File: config.mk
export PLATFORM = sky130hd
export DESIGN_NAME = block_branch_unit
export DESIGN_NICKNAME = d
export VERILOG_FILES = /design/src/rtl/bbu_pkg.sv /design/src/rtl/bbu_cond_eval.sv /design/src/rtl/bbu_pick_lowest.sv /design/src/rtl/bbu_cc_merge.sv /design/src/rtl/block_branch_unit.sv
export SDC_FILE = /design/constraint.sdc
export NUM_CORES = 1
export LEC_CHECK = 0
export CAP_MARGIN = 5
export CORE_AREA = 5 5 161 163
export CTS_BUF_LIST = sky130_fd_sc_hd__clkbuf_2
export DETAILED_ROUTE_END_ITERATION = 8
export DIE_AREA = 0 0 166 168
export PLACE_DENSITY = 0.57
export SYNTH_ARGS = -nofsm -noshare
export SYNTH_HDL_FRONTEND = slang
export SYNTH_HIERARCHICAL = 1
export SYNTH_SLANG_ARGS = --single-unit
File: constraint.sdc
create_clock -name clk_i -period 2.9 [get_ports clk_i]
set_input_delay 0.29 -clock clk_i [delete_from_list [all_inputs] [get_ports clk_i]]
set_output_delay 0.29 -clock clk_i [all_outputs]
set_load 0.01 [all_outputs]
File: src/rtl/bbu_pkg.sv
package bbu_pkg;

  localparam logic [1:0] CLS_ALU    = 2'd0;
  localparam logic [1:0] CLS_LOAD   = 2'd1;
  localparam logic [1:0] CLS_STORE  = 2'd2;
  localparam logic [1:0] CLS_BRANCH = 2'd3;

  localparam int CC_W = 4;
  localparam int CC_N = 3;
  localparam int CC_Z = 2;
  localparam int CC_V = 1;
  localparam int CC_C = 0;

  localparam logic [3:0] SEL_AL = 4'd0;
  localparam logic [3:0] SEL_EQ = 4'd1;
  localparam logic [3:0] SEL_NE = 4'd2;
  localparam logic [3:0] SEL_LT = 4'd3;
  localparam logic [3:0] SEL_GE = 4'd4;
  localparam logic [3:0] SEL_GT = 4'd5;
  localparam logic [3:0] SEL_LE = 4'd6;
  localparam logic [3:0] SEL_CS = 4'd7;
  localparam logic [3:0] SEL_CC = 4'd8;

  function automatic logic cond_holds(input logic [3:0] sel, input logic [CC_W-1:0] cc);
    logic lt;
    lt = cc[CC_N] ^ cc[CC_V];
    case (sel)
      SEL_AL:  cond_holds = 1'b1;
      SEL_EQ:  cond_holds = cc[CC_Z];
      SEL_NE:  cond_holds = ~cc[CC_Z];
      SEL_LT:  cond_holds = lt;
      SEL_GE:  cond_holds = ~lt;
      SEL_GT:  cond_holds = ~cc[CC_Z] & ~lt;
      SEL_LE:  cond_holds = cc[CC_Z] | lt;
      SEL_CS:  cond_holds = cc[CC_C];
      SEL_CC:  cond_holds = ~cc[CC_C];
      default: cond_holds = 1'b0;
    endcase
  endfunction

endpackage

File: src/rtl/bbu_cond_eval.sv
module bbu_cond_eval
  import bbu_pkg::*;
#(
  parameter int SLOTS = 8
) (
  input  logic [CC_W-1:0]    cc_i,
  input  logic [SLOTS-1:0]   act_i,
  input  logic [2*SLOTS-1:0] slot_class_i,
  input  logic [4*SLOTS-1:0] slot_cond_i,
  output logic [SLOTS-1:0]   taken_o
);

  for (genvar g = 0; g < SLOTS; g++) begin : g_slot
    logic is_br;
    assign is_br      = act_i[g] && (slot_class_i[2*g +: 2] == CLS_BRANCH);
    assign taken_o[g] = is_br && cond_holds(slot_cond_i[4*g +: 4], cc_i);
  end

endmodule

File: src/rtl/bbu_pick_lowest.sv
module bbu_pick_lowest #(
  parameter int SLOTS = 8,
  parameter int PC_W  = 32
) (
  input  logic [SLOTS-1:0]      req_i,
  input  logic [PC_W*SLOTS-1:0] target_i,
  output logic                  any_o,
  output logic                  multi_o,
  output logic [PC_W-1:0]       sel_o
);

  always_comb begin
    sel_o = '0;
    for (int i = SLOTS - 1; i >= 0; i--) begin
      if (req_i[i]) sel_o = target_i[i*PC_W +: PC_W];
    end
  end

  assign any_o   = |req_i;
  // more than one bit set iff clearing the lowest leaves something
  assign multi_o = |(req_i & (req_i - SLOTS'(1)));

endmodule

File: src/rtl/bbu_cc_merge.sv
module bbu_cc_merge
  import bbu_pkg::*;
#(
  parameter int SLOTS = 8
) (
  input  logic [SLOTS-1:0]   act_i,
  input  logic [2*SLOTS-1:0] slot_class_i,
  input  logic [SLOTS-1:0]   slot_setcc_i,
  input  logic [4*SLOTS-1:0] slot_flags_i,
  output logic               upd_o,
  output logic [CC_W-1:0]    flags_o
);

  logic [SLOTS-1:0] writes;

  for (genvar g = 0; g < SLOTS; g++) begin : g_wr
    // only ALU ops may write flags; memory and branch ops reuse the bit
    assign writes[g] = act_i[g] && slot_setcc_i[g] && (slot_class_i[2*g +: 2] == CLS_ALU);
  end

  always_comb begin
    flags_o = '0;
    for (int i = 0; i < SLOTS; i++) begin
      if (writes[i]) flags_o = slot_flags_i[4*i +: 4];
    end
  end

  assign upd_o = |writes;

endmodule

File: src/rtl/block_branch_unit.sv
module block_branch_unit
  import bbu_pkg::*;
#(
  parameter int SLOTS      = 8,
  parameter int PC_W       = 32,
  parameter int WORD_BYTES = 4,
  localparam int LEN_W     = $clog2(SLOTS + 1),
  localparam int WORD_SH   = $clog2(WORD_BYTES)
) (
  input  logic                  clk_i,
  input  logic                  rst_ni,
  input  logic                  blk_valid_i,
  input  logic [PC_W-1:0]       blk_pc_i,
  input  logic [LEN_W-1:0]      blk_len_i,
  input  logic [2*SLOTS-1:0]    slot_class_i,
  input  logic [SLOTS-1:0]      slot_setcc_i,
  input  logic [4*SLOTS-1:0]    slot_cond_i,
  input  logic [PC_W*SLOTS-1:0] slot_target_i,
  input  logic [4*SLOTS-1:0]    slot_flags_i,
  output logic                  res_valid_o,
  output logic [PC_W-1:0]       next_pc_o,
  output logic                  taken_o,
  output logic                  multi_taken_o,
  output logic [CC_W-1:0]       cc_o
);

  logic [CC_W-1:0]  cc_q;
  logic             res_valid_q, taken_q, multi_q;
  logic [PC_W-1:0]  next_pc_q;

  logic [SLOTS-1:0] act;
  logic [SLOTS-1:0] br_taken;
  logic             any_taken, multi_taken;
  logic [PC_W-1:0]  br_target;
  logic             cc_upd;
  logic [CC_W-1:0]  cc_new;
  logic [PC_W-1:0]  fallthru;

  for (genvar g = 0; g < SLOTS; g++) begin : g_act
    assign act[g] = (LEN_W'(g) < blk_len_i);
  end

  assign fallthru = blk_pc_i + (PC_W'(blk_len_i) << WORD_SH);

  // branches see the flags as registered before this block
  bbu_cond_eval #(.SLOTS(SLOTS)) u_cond (
    .cc_i         (cc_q),
    .act_i        (act),
    .slot_class_i (slot_class_i),
    .slot_cond_i  (slot_cond_i),
    .taken_o      (br_taken)
  );

  bbu_pick_lowest #(.SLOTS(SLOTS), .PC_W(PC_W)) u_pick (
    .req_i    (br_taken),
    .target_i (slot_target_i),
    .any_o    (any_taken),
    .multi_o  (multi_taken),
    .sel_o    (br_target)
  );

  bbu_cc_merge #(.SLOTS(SLOTS)) u_cc (
    .act_i        (act),
    .slot_class_i (slot_class_i),
    .slot_setcc_i (slot_setcc_i),
    .slot_flags_i (slot_flags_i),
    .upd_o        (cc_upd),
    .flags_o      (cc_new)
  );

  always_ff @(posedge clk_i or negedge rst_ni) begin
    if (!rst_ni) begin
      cc_q        <= '0;
      res_valid_q <= 1'b0;
      taken_q     <= 1'b0;
      multi_q     <= 1'b0;
      next_pc_q   <= '0;
    end else begin
      res_valid_q <= blk_valid_i;
      if (blk_valid_i) begin
        taken_q   <= any_taken;
        multi_q   <= multi_taken;
        next_pc_q <= any_taken ? br_target : fallthru;
        if (cc_upd) cc_q <= cc_new;
      end else begin
        taken_q <= 1'b0;
        multi_q <= 1'b0;
      end
    end
  end

  assign cc_o          = cc_q;
  assign res_valid_o   = res_valid_q;
  assign taken_o       = taken_q;
  assign multi_taken_o = multi_q;
  assign next_pc_o     = next_pc_q;

  p_res_follows_blk_r2: assert property (@(posedge clk_i) disable iff (!rst_ni)
    res_valid_o |-> $past(blk_valid_i));

  p_taken_needs_res_r2: assert property (@(posedge clk_i) disable iff (!rst_ni)
    taken_o |-> res_valid_o);

  p_no_setter_keeps_cc_r5: assert property (@(posedge clk_i) disable iff (!rst_ni)
    (blk_valid_i && !cc_upd) |=> $stable(cc_o));

  p_multi_implies_taken_r8: assert property (@(posedge clk_i) disable iff (!rst_ni)
    multi_taken_o |-> taken_o);

  p_idle_holds_cc_r11: assert property (@(posedge clk_i) disable iff (!rst_ni)
    !blk_valid_i |=> $stable(cc_o));

  p_not_taken_fallthru_r9: assert property (@(posedge clk_i) disable iff (!rst_ni)
    (blk_valid_i && !any_taken) |=> (!taken_o && next_pc_o == $past(fallthru)));

endmodule

==> impl_metrics.py <==
metrics = {
    "outcome": {
        "status": "complete, but fails checks",
        "violations": "setup timing",
    },
    "critical_path": {
        "crit_type": "flip-flop to flip-flop",
        "arrival_ns": 3.50,
        "crit_path_max_incr_delay_ns": 0.51,
        "slowest_stage": "dfrtp_2",
        "crit_chain": "xor2_4 > buf_12 > nor4b_4 > nor4_2 > o2111a_2 > or2_4 > buf_6 > buf_4 > a221o_1 > a221oi_2 > o31ai_2 > a31oi_1 > o21ai_1",
        "startpoint_type": "flip-flop",
        "required_ns": 3.21,
        "crit_path_max_fanout": 10,
        "end_kind": "flip-flop",
    },
    "sta": {
        "worst_pin_slew_ns": 1.05,
        "fmax_mhz": 314,
        "fin_worst_skew_ns": 0.00856,
        "setup_violations": 30,
        "period_share_pct": 110,
        "setup_tns_ns": -5.15,
        "slew_violations": 0,
        "setup_slack_ns": -0.283,
        "min_period_ns": 3.18,
        "hold_viol": 0,
        "fin_hold_ws_ns": 0.308,
        "slew_headroom_pct": 30.0,
        "rsz0062_at_grt": "true",
    },
    "synthesis": {
        "ys_seq_elements": 39,
        "synth-edff-count": 0,
        "syn_inst": 748,
        "synth-main-ff-cell": "dfrtp_1",
        "ys_warn_count": 6,
        "synth_cell_type_count": 77,
        "netlist_area_mm2": 0.00566,
        "synth_area_leader_cell": "dfrtp_1",
        "synthArstFlopShare_pct": 100,
        "yosysMostFrequentCell": "nand2_1",
        "synthesis.nets": 1136,
        "synth_seq_area_share_pct": 17.2,
        "avgSynthCellArea_um2": 7.57,
        "synth_commonest_cells": "81 x nand2_1, 76 x o21ai_0, 49 x o22ai_1",
        "synth_top_area_share_pct": 17.2,
        "synthTopCellsByArea": "dfrtp_1 17%, o21ai_0 6.7%, o22ai_1 5.4%, nand2_1 5.4%, a221o_1 4.8%",
    },
    "pwr": {
        "p_leak_nw": 4.61,
        "peakVddDrop_v": 0.000202,
        "power_density_mw_per_mm2": 334,
    },
    "place": {
        "routabilityCongestion": 0.946,
        "io_buffer_count": 421,
        "dp_hpwl_um": 33100,
        "dp_worst_setup_slack_ns": -1.03,
    },
    "cells_and_area": {
        "final_layout_size_suffix_gt1_share_pct": 23.8,
        "syn2layout_area_growth_pct": 114,
        "fin_nets": 1655,
    },
    "clock_tree": {
        "cts_max_path_buffers": 2,
        "clk_latency_ns": 0.40,
        "clk_pin_slew_ns": 0.22,
        "tritoncts": "built",
        "cts-root-buf": "clkbuf_2",
        "cts_num_sinks": 39,
        "htreeDepth": 2,
        "cts_inserted_buffers": 5,
    },
    "routing": {
        "drt_wl_total_um": 39400,
        "firstDrtPassIters": 5,
        "routedWlPerCell_um": 24.7,
        "detail_route.vias_per_cell": 5.35,
        "ant_nets": 0,
        "vias": 8537,
        "first_iter_violations": 687,
        "drc": 0,
    },
    "floorplan": {
        "coreArea_mm2": 0.0242,
        "die-area_mm2": 0.0279,
        "die_h_um": 168,
        "rows": 57,
        "die_w_um": 166,
        "io_pins": 422,
        "start_util_pct": 23.4,
    },
    "global_route": {
        "grt_max_degree": 43,
        "antenna_found_initial": 5,
        "grt_pass1_vias": 8426,
        "grt_first_pass_wirelength_um": 56300,
        "overflow": 0,
        "grt_usage_pct": 26.0,
    },
    "run": {
        "maxCapViolations": 0,
    },
    "worst_hold_path": {
        "min_path_type": "input pin to flip-flop",
    },
}
==> through the flow <==
step,utilization [%],instance area (um2),std cells,total power [mW]
final,50.1,12100,1597,4.05
after global routing,50.1,12100,1597,4.27
after CTS,48.5,11700,1589,3.89
after detailed placement,46.3,11200,1574,3.37
after global placement,46.3,11200,1574,3.38
after floorplan,-,5700,748,1.79
==> critical path: cells and delay by family, from the launching register on <==
family / cells / cell delay (ns)
flops: 1 / 0.51
buf+inv: 3 / 0.46
xor+xnor: 1 / 0.24
simple gates: 3 / 0.64
compound gates: 6 / 1.24
==> path summary, 6_finish.rpt <==
| path | start | slack, ns | cells past startpoint | to |
|---|---|---|---|---|
| setup / recovery | cc_o[1]$_DFFE_PN0P_ | -0.28 | 13 | next_pc_o[7]$_DFFE_PN0P_ |
| max in group asynchronous | rst_ni | 1.83 | 3 | next_pc_o[22]$_DFFE_PN0P_ |
| hold / removal | blk_valid_i | 0.31 | 1 | res_valid_o$_DFF_PN0_ |
| min in group asynchronous | rst_ni | 0.43 | 2 | next_pc_o[15]$_DFFE_PN0P_ |
| setup reg to reg | cc_o[1]$_DFFE_PN0P_ | -0.28 | 13 | next_pc_o[7]$_DFFE_PN0P_ |
| hold reg to reg | next_pc_o[30]$_DFFE_PN0P_ | 0.53 | 2 | next_pc_o[30]$_DFFE_PN0P_ |
==> what timing repair did <==
action / in CTS / in global routing
setup endpoints to repair: 33 / 34
hold buffers: 1 / 0
pin swaps: 35 / 55
endpoints found under the hold margin: 28 / 0
resized for setup: 98 / 79
gates cloned: 0 / 1
buffers inserted: 6 / 6
==> state kept, by name, indices dropped and copies added, names as in the netlist <==
signal	flops
next_pc_o	32
cc_o	4
multi_taken_o	1
res_valid_o	1
taken_o	1
==> cells in the final DEF (no fill, tap or decap), drive strengths merged, types with 6 or more instances in the layout <==
master and n:
a211oi 10, a22oi 25, buf 155, clkbuf 6
a21oi 27, nor3 16, mux2i 6, nand2 81
a221o 27, inv 18, a21o 6, nand3 22
o31ai 25, nand4 23, nor4 8, nor2b 10
nand2b 16, a221oi 37, mux2 6, nor2 26
o21ai 86, o21a 7, o22ai 49, a31oi 11
clkdlybuf4s50 419, dfrtp 39, xor2 20
==> power by group <==
group / total (mW) / leakage, nW / internal, mW / switching, mW
registers: 0.771 / 0.463 / 0.663 / 0.108
logic: 2.94 / 4.10 / 1.59 / 1.35
clock network: 0.336 / 0.0404 / 0.142 / 0.194
total: 4.05 / 4.61 / 2.40 / 1.65
==> per-layer routing <==
layer  part of all wire, %  vias up  routed length [um]  global-route usage (%)
li1                      -     4027                   -                       -
met1                    45     4136               17600                    36.1
met2                    47      336               18700                    43.6
met3                   6.2       38                2440                    4.29
met4                   1.8        0                 703                    4.12
met5                     0        -                   0                       0
==> cell type report <==
class	count	area [um2]
timing repair buffer	576	5600
sequential	39	980
tap	324	405
fill	2353	12100
clock buffer	5	25.0
antenna	5	12.5
inverter	18	67.6
multi-input combinational	627	4980
clock inverter	3	38.8
==> kinds of logic (layout without fill, tap and decap cells) <==
kind of cell	count (synthesis)	count (layout)	synth area share, %
compound gates	341	341	44.1
simple gates	244	244	23.9
flops	39	39	17.2
fa+ha+maj	6	6	1.41
buf+inv	82	602	7.34
xor+xnor	24	24	3.85
mux	12	12	2.25
other cells	0	5	0
(Power assumes the default switching activity.)
